===== src/rtl/mswd_pkg.sv =====
package mswd_pkg;

  localparam int NSTAGE = 4;
  localparam int ADDR_W = 4;
  localparam int DATA_W = 32;
  localparam int LEN_W  = 3;

  localparam logic [DATA_W-1:0] UNLOCK_KEY = 32'h50D8_3AA1;

  localparam logic [ADDR_W-1:0] A_CTRL  = 4'd0;
  localparam logic [ADDR_W-1:0] A_PRESC = 4'd1;
  localparam logic [ADDR_W-1:0] A_TMO0  = 4'd2;
  localparam logic [ADDR_W-1:0] A_FEED  = 4'd6;
  localparam logic [ADDR_W-1:0] A_PROT  = 4'd7;
  localparam logic [ADDR_W-1:0] A_ICLR  = 4'd8;

  typedef enum logic [1:0] {
    ACT_OFF = 2'd0,
    ACT_IRQ = 2'd1,
    ACT_CPU = 2'd2,
    ACT_SYS = 2'd3
  } action_e;

  typedef struct packed {
    logic                   en;
    logic                   lvl_en;
    logic                   edge_en;
    action_e [NSTAGE-1:0]   act;
    logic [LEN_W-1:0]       cpu_len;
    logic [LEN_W-1:0]       sys_len;
  } ctrl_t;

endpackage


===== src/rtl/mswd_regs.sv =====
module mswd_regs
  import mswd_pkg::*;
#(
  parameter int PRE_W = 16,
  parameter int TMO_W = 32
) (
  input  logic                            clk,
  input  logic                            rst_n,
  input  logic                            wr_en,
  input  logic [ADDR_W-1:0]               wr_addr,
  input  logic [DATA_W-1:0]               wr_data,
  output ctrl_t                           cfg,
  output logic [PRE_W-1:0]                presc,
  output logic [NSTAGE-1:0][TMO_W-1:0]    tmo,
  output logic                            feed,
  output logic                            int_clr
);

  localparam int CTRL_ACT_LSB = 4;
  localparam int CTRL_CPU_LSB = 12;
  localparam int CTRL_SYS_LSB = 16;

  ctrl_t                        ctrl_q, ctrl_d;
  logic [PRE_W-1:0]             presc_q, presc_d;
  logic [NSTAGE-1:0][TMO_W-1:0] tmo_q, tmo_d;
  logic [DATA_W-1:0]            prot_q, prot_d;
  logic                         unlocked;
  logic                         wr_ok;

  assign unlocked = (prot_q == UNLOCK_KEY);
  assign wr_ok    = wr_en && unlocked;

  always_comb begin
    ctrl_d  = ctrl_q;
    presc_d = presc_q;
    tmo_d   = tmo_q;
    prot_d  = prot_q;
    if (wr_en && wr_addr == A_PROT) begin
      prot_d = wr_data;
    end
    if (wr_ok && wr_addr == A_CTRL) begin
      ctrl_d.en      = wr_data[0];
      ctrl_d.lvl_en  = wr_data[1];
      ctrl_d.edge_en = wr_data[2];
      for (int s = 0; s < NSTAGE; s++) begin
        ctrl_d.act[s] = action_e'(wr_data[CTRL_ACT_LSB + 2*s +: 2]);
      end
      ctrl_d.cpu_len = wr_data[CTRL_CPU_LSB +: LEN_W];
      ctrl_d.sys_len = wr_data[CTRL_SYS_LSB +: LEN_W];
    end
    if (wr_ok && wr_addr == A_PRESC) begin
      presc_d = wr_data[PRE_W-1:0];
    end
    for (int s = 0; s < NSTAGE; s++) begin
      if (wr_ok && wr_addr == A_TMO0 + ADDR_W'(s)) begin
        tmo_d[s] = wr_data[TMO_W-1:0];
      end
    end
  end

  always_ff @(posedge clk or negedge rst_n) begin
    if (!rst_n) begin
      ctrl_q  <= '0;
      presc_q <= '0;
      tmo_q   <= '0;
      prot_q  <= UNLOCK_KEY;
    end else begin
      ctrl_q  <= ctrl_d;
      presc_q <= presc_d;
      tmo_q   <= tmo_d;
      prot_q  <= prot_d;
    end
  end

  assign cfg     = ctrl_q;
  assign presc   = presc_q;
  assign tmo     = tmo_q;
  assign feed    = wr_ok && (wr_addr == A_FEED);
  assign int_clr = wr_en && (wr_addr == A_ICLR);

  // a control write while locked leaves the control word unchanged
  p_locked_ctrl_r10: assert property (@(posedge clk) disable iff (!rst_n)
    (wr_en && wr_addr == A_CTRL && prot_q != UNLOCK_KEY) |=> $stable(ctrl_q));

  // a locked prescale write leaves the prescale value unchanged
  p_locked_presc_r10: assert property (@(posedge clk) disable iff (!rst_n)
    (wr_en && wr_addr == A_PRESC && prot_q != UNLOCK_KEY) |=> $stable(presc_q));

endmodule


===== src/rtl/mswd_presc.sv =====
module mswd_presc #(
  parameter int PRE_W = 16
) (
  input  logic             clk,
  input  logic             rst_n,
  input  logic             en,
  input  logic             clr,
  input  logic [PRE_W-1:0] presc,
  output logic             tick
);

  logic [PRE_W-1:0] pre_q, pre_d;
  logic [PRE_W-1:0] last;
  logic             wrap;

  assign last = (presc == '0) ? '0 : presc - PRE_W'(1);
  assign wrap = (pre_q >= last);
  assign tick = en && !clr && wrap;

  always_comb begin
    pre_d = pre_q;
    if (!en || clr) begin
      pre_d = '0;
    end else if (wrap) begin
      pre_d = '0;
    end else begin
      pre_d = pre_q + PRE_W'(1);
    end
  end

  always_ff @(posedge clk or negedge rst_n) begin
    if (!rst_n) begin
      pre_q <= '0;
    end else begin
      pre_q <= pre_d;
    end
  end

  // every tick starts a new prescale period from zero
  p_tick_wrap_r2: assert property (@(posedge clk) disable iff (!rst_n)
    tick |=> (pre_q == '0));

endmodule


===== src/rtl/mswd_seq.sv =====
module mswd_seq
  import mswd_pkg::*;
#(
  parameter int TMO_W = 32
) (
  input  logic                          clk,
  input  logic                          rst_n,
  input  logic                          en,
  input  logic                          feed,
  input  logic                          tick,
  input  logic [NSTAGE-1:0][TMO_W-1:0]  tmo,
  input  action_e [NSTAGE-1:0]          act,
  output logic                          expire,
  output action_e                       exp_act
);

  localparam int SW = $clog2(NSTAGE);

  logic [SW-1:0]    stage_q, stage_d;
  logic [TMO_W-1:0] cnt_q, cnt_d;
  logic [TMO_W:0]   cnt_inc;
  logic             hit;
  logic [SW-1:0]    stage_nx;

  assign cnt_inc  = {1'b0, cnt_q} + (TMO_W+1)'(1);
  assign hit      = cnt_inc >= {1'b0, tmo[stage_q]};
  assign expire   = en && !feed && tick && hit;
  assign exp_act  = act[stage_q];
  assign stage_nx = (stage_q == SW'(NSTAGE-1)) ? '0 : stage_q + SW'(1);

  always_comb begin
    stage_d = stage_q;
    cnt_d   = cnt_q;
    if (!en || feed) begin
      stage_d = '0;
      cnt_d   = '0;
    end else if (expire) begin
      stage_d = stage_nx;
      cnt_d   = '0;
    end else if (tick) begin
      cnt_d   = cnt_q + TMO_W'(1);
    end
  end

  always_ff @(posedge clk or negedge rst_n) begin
    if (!rst_n) begin
      stage_q <= '0;
      cnt_q   <= '0;
    end else begin
      stage_q <= stage_d;
      cnt_q   <= cnt_d;
    end
  end

  // a disabled watchdog sits at stage 0 with a zero count
  p_idle_when_off_r9: assert property (@(posedge clk) disable iff (!rst_n)
    !en |=> (stage_q == '0 && cnt_q == '0));

  // a feed restarts the sequence
  p_feed_restart_r8: assert property (@(posedge clk) disable iff (!rst_n)
    feed |=> (stage_q == '0 && cnt_q == '0));

  // an expiry moves to the following stage, wrapping after the last one
  p_stage_order_r3: assert property (@(posedge clk) disable iff (!rst_n)
    expire |=> (stage_q == (($past(stage_q) == SW'(NSTAGE-1)) ? '0
                                                              : $past(stage_q) + SW'(1))));

endmodule


===== src/rtl/mswd_pulse.sv =====
module mswd_pulse
  import mswd_pkg::*;
#(
  parameter int UNIT = 8
) (
  input  logic             clk,
  input  logic             rst_n,
  input  logic             trig,
  input  logic [LEN_W-1:0] sel,
  output logic             pulse
);

  localparam int CW = $clog2(UNIT * 32 + 1);

  logic [CW-1:0] cnt_q, cnt_d;
  logic [CW-1:0] len;

  // widths grow linearly for the short settings, then double
  always_comb begin
    if (sel < LEN_W'(5)) begin
      len = CW'((int'(sel) + 1) * UNIT);
    end else begin
      len = CW'(UNIT << (int'(sel) - 2));
    end
  end

  always_comb begin
    cnt_d = cnt_q;
    if (trig) begin
      cnt_d = len;
    end else if (cnt_q != '0) begin
      cnt_d = cnt_q - CW'(1);
    end
  end

  always_ff @(posedge clk or negedge rst_n) begin
    if (!rst_n) begin
      cnt_q <= '0;
    end else begin
      cnt_q <= cnt_d;
    end
  end

  assign pulse = (cnt_q != '0);

  // a running pulse counts down one per clock
  p_countdown_r6: assert property (@(posedge clk) disable iff (!rst_n)
    (!trig && cnt_q != '0) |=> (cnt_q == $past(cnt_q) - CW'(1)));

  // a trigger always opens a pulse on the next cycle
  p_trig_opens_r7: assert property (@(posedge clk) disable iff (!rst_n)
    trig |=> pulse);

endmodule


===== src/rtl/mswd_top.sv =====
module mswd_top
  import mswd_pkg::*;
#(
  parameter int PRE_W    = 16,
  parameter int TMO_W    = 32,
  parameter int LEN_UNIT = 8
) (
  input  logic              clk,
  input  logic              rst_n,
  input  logic              wr_en,
  input  logic [3:0]        wr_addr,
  input  logic [31:0]       wr_data,
  output logic              irq_level,
  output logic              irq_edge,
  output logic              cpu_rst,
  output logic              sys_rst
);

  localparam int NRST = 2;

  logic [1:0]                   rs_q;
  logic                         rst_int_n;
  ctrl_t                        cfg;
  logic [PRE_W-1:0]             presc;
  logic [NSTAGE-1:0][TMO_W-1:0] tmo;
  logic                         feed;
  logic                         int_clr;
  logic                         tick;
  logic                         expire;
  action_e                      exp_act;
  logic                         set_irq;
  logic                         raw_q, raw_d;
  logic                         edge_q, edge_d;
  logic [NRST-1:0]              rst_trig;
  logic [NRST-1:0][LEN_W-1:0]   rst_sel;
  logic [NRST-1:0]              rst_out;

  // asynchronous assertion, synchronous release
  always_ff @(posedge clk or negedge rst_n) begin
    if (!rst_n) begin
      rs_q <= '0;
    end else begin
      rs_q <= {rs_q[0], 1'b1};
    end
  end
  assign rst_int_n = rs_q[1];

  mswd_regs #(.PRE_W(PRE_W), .TMO_W(TMO_W)) u_regs (
    .clk     (clk),
    .rst_n   (rst_int_n),
    .wr_en   (wr_en),
    .wr_addr (wr_addr),
    .wr_data (wr_data),
    .cfg     (cfg),
    .presc   (presc),
    .tmo     (tmo),
    .feed    (feed),
    .int_clr (int_clr)
  );

  mswd_presc #(.PRE_W(PRE_W)) u_presc (
    .clk   (clk),
    .rst_n (rst_int_n),
    .en    (cfg.en),
    .clr   (feed),
    .presc (presc),
    .tick  (tick)
  );

  mswd_seq #(.TMO_W(TMO_W)) u_seq (
    .clk     (clk),
    .rst_n   (rst_int_n),
    .en      (cfg.en),
    .feed    (feed),
    .tick    (tick),
    .tmo     (tmo),
    .act     (cfg.act),
    .expire  (expire),
    .exp_act (exp_act)
  );

  assign set_irq = expire && (exp_act == ACT_IRQ);

  // a new event outranks a clear in the same cycle
  always_comb begin
    raw_d  = (raw_q && !int_clr) || set_irq;
    edge_d = set_irq && cfg.edge_en;
  end

  always_ff @(posedge clk or negedge rst_int_n) begin
    if (!rst_int_n) begin
      raw_q  <= 1'b0;
      edge_q <= 1'b0;
    end else begin
      raw_q  <= raw_d;
      edge_q <= edge_d;
    end
  end

  assign irq_level = raw_q && cfg.lvl_en;
  assign irq_edge  = edge_q;

  assign rst_trig[0] = expire && (exp_act == ACT_CPU);
  assign rst_trig[1] = expire && (exp_act == ACT_SYS);
  assign rst_sel[0]  = cfg.cpu_len;
  assign rst_sel[1]  = cfg.sys_len;

  for (genvar g = 0; g < NRST; g++) begin : g_rst
    mswd_pulse #(.UNIT(LEN_UNIT)) u_pulse (
      .clk   (clk),
      .rst_n (rst_int_n),
      .trig  (rst_trig[g]),
      .sel   (rst_sel[g]),
      .pulse (rst_out[g])
    );
  end

  assign cpu_rst = rst_out[0];
  assign sys_rst = rst_out[1];

  // an interrupt-stage expiry always leaves the status set
  p_status_set_r5: assert property (@(posedge clk) disable iff (!rst_int_n)
    set_irq |=> raw_q);

  // the edge output follows only an interrupt-stage expiry
  p_edge_cause_r4: assert property (@(posedge clk) disable iff (!rst_int_n)
    irq_edge |-> $past(set_irq));

  // at most one reset action per expiry
  p_one_action_r3: assert property (@(posedge clk) disable iff (!rst_int_n)
    $onehot0(rst_trig));

endmodule


===== config.mk =====
export PLATFORM = sky130hd
export DESIGN_NAME = mswd_top
export DESIGN_NICKNAME = d
export VERILOG_FILES = /design/src/rtl/mswd_pkg.sv /design/src/rtl/mswd_regs.sv /design/src/rtl/mswd_presc.sv /design/src/rtl/mswd_seq.sv /design/src/rtl/mswd_pulse.sv /design/src/rtl/mswd_top.sv
export SDC_FILE = /design/constraint.sdc
export NUM_CORES = 1
export LEC_CHECK = 0
export CAP_MARGIN = 20
export CORE_MARGIN = 2
export CORE_UTILIZATION = 46
export DETAILED_ROUTE_END_ITERATION = 10
export GPL_ROUTABILITY_DRIVEN = 0
export SLEW_MARGIN = 20
export SYNTH_ARGS = -nofsm -noshare
export SYNTH_HDL_FRONTEND = slang
export SYNTH_SLANG_ARGS = --single-unit

===== constraint.sdc =====
create_clock -name clk -period 10.5 [get_ports clk]
set_clock_uncertainty 0.2 [all_clocks]
set_input_delay 1.05 -clock clk [delete_from_list [all_inputs] [get_ports clk]]
set_output_delay 1.05 -clock clk [all_outputs]
set_load 0.005 [all_outputs]

==> results of run 1 <==
==> layout by cell type (no fill, tap or decap), types with 9 or more instances in the layout <==
cell type / netlist / routed
a22o_1: 18 / 18
clkbuf_16: 0 / 31
nand2_1: 74 / 74
ha_1: 63 / 63
mux2i_1: 15 / 15
nor3_1: 13 / 11
inv_1: 54 / 54
o21ai_0: 14 / 14
nand3_1: 41 / 40
mux4_2: 34 / 34
mux2_2: 194 / 194
nand4_1: 22 / 22
clkdlybuf4s50_1: 0 / 42
dfrtp_1: 252 / 249
xor2_1: 35 / 35
a21oi_1: 39 / 39
nor2_1: 49 / 49
dfstp_2: 13 / 13
nor4_1: 9 / 9
xnor2_1: 31 / 31
buf_4: 1 / 12
and3_1: 11 / 11
==> flip-flops by register name, summed over array words and instances, names as in the netlist <==
register             count
u_regs.tmo             128
u_regs.prot_q           32
u_seq.cnt_q             32
g_rst.u_pulse.cnt_q     18
u_regs.cfg              17
u_presc.pre_q           16
u_regs.presc            16
rs_q                     2
u_seq.stage_q            2
irq_edge                 1
raw_q                    1
==> routing by layer <==
layer  track usage  vias up  wire [um]
li1              -     4232          -
met1         0.294     4562      14700
met2         0.337      113      14900
met3        0.0266       46       1090
met4        0.0485        0        589
met5             0        -          0
==> critical path, delay by kind of cell (launching register included) <==
family          cells  cell delay [ns]
fa+ha+maj           2             0.61
flops               1             0.45
simple gates        8             3.14
compound gates      4             0.84
==> final cells by class <==
cell class                 instances  area share
timing repair buffer              54      0.0324
sequential                       265       0.422
antenna                            1    0.000159
inverter                          55      0.0131
multi-input combinational        774       0.433
tap                              390      0.0309
clock inverter                    14      0.0148
clock buffer                      41      0.0541
==> per-stage QoR <==
stage               cells  setup slack, ns  power [W]  hold slack (ns)   util
floorplan            1135             2.39    0.00113            0.131      -
global placement     1538             5.27    0.00118            0.134  0.495
detailed placement   1538             5.15    0.00118            0.148  0.495
CTS                  1593             5.14    0.00232            0.161  0.532
global route         1593             4.76    0.00238            0.170  0.532
finish               1594             5.18    0.00230            0.159  0.532
==> power by group through the flow <==
stage	clock, W	combinational [W]	sequential [W]
2_1_floorplan	0	0.0000326	0.00110
3_3_place_gp	0	0.0000802	0.00110
3_5_place_dp	0	0.0000812	0.00110
4_1_cts	0.00116	0.0000815	0.00108
5_1_grt	0.00121	0.0000881	0.00108
6_report	0.00114	0.0000789	0.00108
==> worst paths after layout <==
| kind | from | endpoint | slack [ns] |
|---|---|---|---|
| worst max register to register | u_seq.cnt_q[0] | u_seq.cnt_q[6] | 5.18 |
| worst min-delay path | rs_q[0] | rs_q[1] | 0.16 |
| max in group asynchronous | rs_q[1] | u_regs.tmo[27] | 7.66 |
| min in group asynchronous | rs_q[1] | u_presc.pre_q[11] | 0.22 |
| worst max-delay path | u_seq.cnt_q[0] | u_seq.cnt_q[6] | 5.18 |
| worst min register to register | rs_q[0] | rs_q[1] | 0.16 |
==> cell families (layout without fill, tap and decap cells) <==
logic type / Yosys count / in the layout / share of synthesized area
other: 1 / 2 / 0.000271
DFF: 265 / 265 / 0.480
AOI/OAI and AO/OA: 114 / 114 / 0.0554
adders and majority gates: 63 / 63 / 0.0569
xor gates and xnor gates: 66 / 66 / 0.0418
and+or+nand+nor: 285 / 285 / 0.111
buffers and inverters: 96 / 164 / 0.0281
muxes: 245 / 245 / 0.226
==> summary.md, run 1 <==
| Metric | Value |
|---|---|
| Status | completed |
| Syn Inst Count | approximately 1100 |
| Routed Antenna Nets | 0 |
| Switching power | 0.000486 W |
| Drt wl/cell | slightly below 20 um |
| Slew Viols, Final | 0 |
| Clk root buf | clkbuf_16 |
| Vias in the first global route | 9011 |
| Worst path max stage delay | around 0.82 ns |
| Clock power share | 0.496 |
| Syn_area_per_cell | 12.2 sq um |
| TritonCTS Sinks | around 270 |
| Clock buffer depth | 3 |
| Total die area | between 0.03 and 0.04 sq mm |
| TritonRoute pass-1 iters | 4 |
| # setup viols final | 0 |
| Power share of the combinational group | 0.034 |
| Num CTS Buffers | 30 |
| Post-detail-place hpwl | ~21 mm |
| Global-route wire length before repair | between 50 and 60 mm |
| Syn_nets | 1237 |
| P_leak | about 7.3 nW |
| Vias post-DR | between 8000 and 9000 |
| FF-to-FF path depth | 14 |
| Setup TNS | 0 ns |
| All-Layer GR Usage | 0.206 |
| Die width | around 180 um |
| Period utilization | 0.506 |
| Mapped cell area | around 0.014 sq mm |
| Worst rel slew slack | 0.294 |
| Peak supply drop | approximately 0.13 mV |
| Sequential power share | 0.469 |
| Pint | ~0.0018 W |
| Post-Route WL | between 30 and 40 mm |
| Fmax | around 0.19 GHz |
| FF/Latch Area | around 0.0067 sq mm |
| Crit path arrival time | roughly 5.6 ns |
| H-tree Lvls | 1 |
| Crit path kind | reg2reg |
| Post-Layout Inst Area | 0.0158 sq mm |
| Least-Margin Pin Slew | 1.06 ns |
| CP endpoint kind | flip-flop |
| Register bit count reported by yosys | around 270 |
| Placed inst area | roughly 0.015 sq mm |
| CTS tree | yes |
| Final min period | between 5 and 6 ns |
| Synth async-reset ratio | 1.00 |
| Startpoint types | flip-flop |
| Hold depth | 0 |
| IO Count | 43 |
| Starting DRT DRC Count | roughly 490 |
| Most common library cells after synthesis | dfrtp_1, mux2_2, nand2_1 |
| Fill cells | 2608 |
| MaxCap Viol Count | 0 |
| Top FF cell, synth | dfrtp_1 |
| Number of flops mapped to enable cells by yosys | 0 |
| Initial core utilization | 0.467 |
| Rows | 63 |
| Switching Fraction | 0.212 |
| Later-pin clock latency in the skew report | 0.56 ns |
| DRC | 0 |
| Hold-fix buffers, CTS | 0 |
| Post-DR vias/cell | about 5.6 |
| Most used cell, CP | ha_1 |
| Die H | ~180 um |
| YS warnings | 0 |
| Max FO, Critical Path | 18 |
| Top-count cell post-synth | dfrtp_1 |
| Hold WC Path Type | reg2reg |
| Final Hold Viols | 0 |
| RSZ-0062 raised after global routing | no |
| Post-CTS setup buffer count | 0 |
| Layout cells sized above 1 | 0.273 |
| Core area | around 0.03 sq mm |
| Total grt overflow | 0 |
| Crit path cell chain | ha_1, nand4_1, nor4_2, nand2_1, and2_1, or2_2, ha_1, a21oi_1, o21ai_0, a211oi_1, nor3b_1, or4_4, nor3_4, a22o_1 |
| Largest net degree at the start of global routing | 74 |
| Yosys top cell area share | 0.456 |
| Initial antenna violation count | 0 |
| Synth unique cells | 71 |
| Area contributors post-synth | dfrtp_1, mux2_2, ha_1 |
| Cell taking the most area after synthesis | dfrtp_1 |
| Pwr Density | around 150 mW/mm^2 |
| Sequential area share after synthesis | 0.480 |
| Final #Nets | ~1300 |
| Clock Pin Slew Worst Setup and Hold Paths | roughly 0.060 ns |
| Slowest CP cell | nor4_2 |
| Synth-to-Final Area Change | 13.9% |
| Post-CTS Resized | 0 |
| Multi-input combinational cell area | 0.00682 sq mm |
| I/O Buffers | between 40 and 50 |
| Critical Path RT | roughly 11 ns |
(Power assumes the default switching activity.)
==> run 2, diff against run 1 <==
clock period = 5.35 ns   (was 10.5 ns; I/O delays follow)
==> summary.md, run 2 (synthesized netlist as in run 1, its figures left out) <==
| Metric | Value |
|---|---|
| Rows | 63 (unchanged) |
| Switching power | 0.000921 W (+89%) |
| H-tree Lvls | 1 (unchanged) |
| Fill cells | 2599 (-0.35%) |
| Post-CTS setup buffer count | 0 (unchanged) |
| Synth-to-Final Area Change | 14.0% (about the same) |
| I/O Buffers | 42 (unchanged) |
| Commonest non-fill, non-tap cell in the layout | dfrtp_1 |
| Peak supply drop | 0.252 mV (+94%) |
| Die width | 177 um (unchanged) |
| Switching Fraction | 0.212 (+0.000852) |
| Max FFs per register | 128 (unchanged) |
| Routed Antenna Nets | 0 (unchanged) |
| Largest net degree at the start of global routing | 126 (+70%) |
| Initial antenna violation count | 0 (unchanged) |
| IO Count | 43 (unchanged) |
| Initial core utilization | 0.467 (unchanged) |
| Number of antenna cells inserted | 0 (-1) |
| Reg2reg end | u_seq.cnt_q[8] |
| Fmax | 0.208 GHz (+10%) |
| Total die area | 0.0315 sq mm (unchanged) |
| Period utilization | 0.900 (+0.394) |
| Worst rel slew slack | 0.277 (-0.0170) |
| Post-Layout Inst Area | 0.0158 sq mm (about the same) |
| Least-Margin Pin Slew | 1.08 ns (+0.0255 ns) |
| Clock Pin Slew Worst Setup and Hold Paths | 0.06 ns (about the same) |
| Vias in the first global route | 9062 (+0.57%) |
| Die H | 177 um (unchanged) |
| Power share of the combinational group | 0.037 (+0.003) |
| Startpoint types | flip-flop |
| Final #Nets | 1289 (+0.55%) |
| Setup TNS | 0 ns (unchanged) |
| WHS Endpoint | rs_q[1] |
| Starting DRT DRC Count | 440 (-11%) |
| Later-pin clock latency in the skew report | 0.54 ns (-0.02 ns) |
| CP endpoint kind | flip-flop |
| Num CTS Buffers | 29 (-3.3%) |
| Slew Viols, Final | 0 (unchanged) |
| TritonRoute pass-1 iters | 5 (+1) |
| # setup viols final | 0 (unchanged) |
| Hold depth | 0 (unchanged) |
| Vias post-DR | 8931 (-0.25%) |
| Post-Route WL | 30.5 mm (-2.5%) |
| Post-DR vias/cell | 5.59 (-0.56%) |
| Crit path kind | reg2reg |
| Clock buffer depth | 3 (unchanged) |
| Final min period | 4.82 ns (-0.501 ns) |
| Drt wl/cell | 19.1 um (-2.8%) |
| Critical Path RT | 5.57 ns (-5.21 ns) |
| Global-route wire length before repair | 49.6 mm (-2.1%) |
| Clock power share | 0.476 (-0.020) |
| Post-CTS Resized | 0 (unchanged) |
| CTS tree | yes |
| R2R Path Start | u_seq.cnt_q[5] |
| Fin util | 0.532 (about the same) |
| Core area | 0.0296 sq mm (unchanged) |
| Placed Cells | 1545 (+0.46%) |
| Layout cells sized above 1 | 0.277 (+0.00444) |
| Pwr Density | 275 mW/mm^2 (+89%) |
| MaxCap Viol Count | 0 (unchanged) |
| Placed inst area | 0.0148 sq mm (+0.61%) |
| TritonCTS Sinks | 265 (unchanged) |
| Pint | 0.00341 W (+88%) |
| FF-to-FF path depth | 15 (+1) |
| Sequential power share | 0.488 (+0.019) |
| R2R setup slack | 0.53 ns (-4.65 ns) |
| Post-detail-place hpwl | 21.4 mm (+0.18%) |
| Crit path arrival time | 5.03 ns (-0.57 ns) |
| Clk root buf | clkbuf_16 |
| Fin cells | 1599 (+0.31%) |
| Min-delay src | rs_q[0] |
| Max FO, Critical Path | 14 (-4) |
| DRC | 0 (unchanged) |
| P_leak | 7.34 nW (+0.27%) |
| RSZ-0062 raised after global routing | no |
| Tot Pwr | 0.00434 W (+89%) |
| Status | completed |
| All-Layer GR Usage | 0.201 (-0.00571) |
| Hold WC Path Type | reg2reg |
| Total grt overflow | 0 (unchanged) |
| Final Hold Viols | 0 (unchanged) |
| Most frequent cells in the layout | dfrtp_1, mux2_2, nand2_1, ha_1, inv_1 |
==> run 2: changes by cell type in the layout (fill, tap and decap cells not counted), moves of 2 or more <==
cell	previous run	this run
bufinv_16	6	3
clkbuf_8	4	9
clkinv_4	2	0
buf_4	12	16
buf_12	0	3
clkbuf_16	31	29
clkbuf_1	6	4
clkinv_2	4	7
==> run 2: critical path, cell delays in order (launching register included) <==
cell,delay (ns)
dfrtp_1,0.46
nand3_1,0.21
or4_1,0.65
or3_1,0.37
nor2b_2,0.18
nand3_1,0.12
xnor2_1,0.16
ha_1,0.29
nand4_1,0.11
or4_4,0.56
or3_4,0.42
o2111ai_1,0.29
nor3_2,0.19
buf_4,0.24
a21oi_1,0.14
mux2i_1,0.10
==> run 2: routing by layer <==
metal	vias up	routed length [um]	global-route usage
met3	33	821	0.0246
li1	4240	-	-
met5	-	0	0
met4	0	497	0.0444
met1	4565	14400	0.284
met2	93	14800	0.332
==> run 2: cell type report <==
class | instances | area [sq um] | area share
Sequential cell | 265 | 6650 | 0.422
Multi-Input combinational cell | 774 | 6820 | 0.432
Clock inverter | 11 | 133 | 0.00841
Inverter | 55 | 206 | 0.0131
Tap cell | 390 | 488 | 0.0309
Timing Repair Buffer | 62 | 611 | 0.0387
Clock buffer | 42 | 865 | 0.0548
==> run 2: worst max path at each step <==
| stage | from | endpoint | slack (ns) | cells past startpoint |
|---|---|---|---|---|
| 5_1_grt | u_regs.presc[5] | u_presc.pre_q[6] | 0.15 | 16 |
| 3_3_place_gp | u_regs.presc[5] | u_presc.pre_q[7] | 0.65 | 15 |
| 4_1_cts | u_seq.cnt_q[5] | u_seq.cnt_q[8] | 0.54 | 15 |
| 2_1_floorplan | rs_q[1] | g_rst[0].u_pulse.cnt_q[0] | 0.82 | 0 |
| 6_report | u_seq.cnt_q[5] | u_seq.cnt_q[8] | 0.53 | 15 |
| 3_5_place_dp | u_seq.cnt_q[5] | u_seq.cnt_q[8] | 0.56 | 15 |
==> run 2: power by group through the flow <==
stage	sequential, W	clock (W)	combinational (W)
2_1_floorplan	0.00216	0	0.0000640
3_3_place_gp	0.00215	0	0.000160
3_5_place_dp	0.00215	0	0.000162
4_1_cts	0.00211	0.00210	0.000164
5_1_grt	0.00212	0.00220	0.000176
6_report	0.00211	0.00206	0.000159
==> run 2: repair_timing <==
action	4_1_cts	5_1_grt
endpoints found under the hold margin	2	0
hold buffers	1	0
setup endpoints to repair	0	0
==> run 2: stage by stage <==
stage,worst slack (ns),hold WS [ns]
floorplan,0.817,0.0394
global placement,0.650,0.139
detailed placement,0.563,0.140
CTS,0.536,0.157
global route,0.149,0.159
finish,0.534,0.154
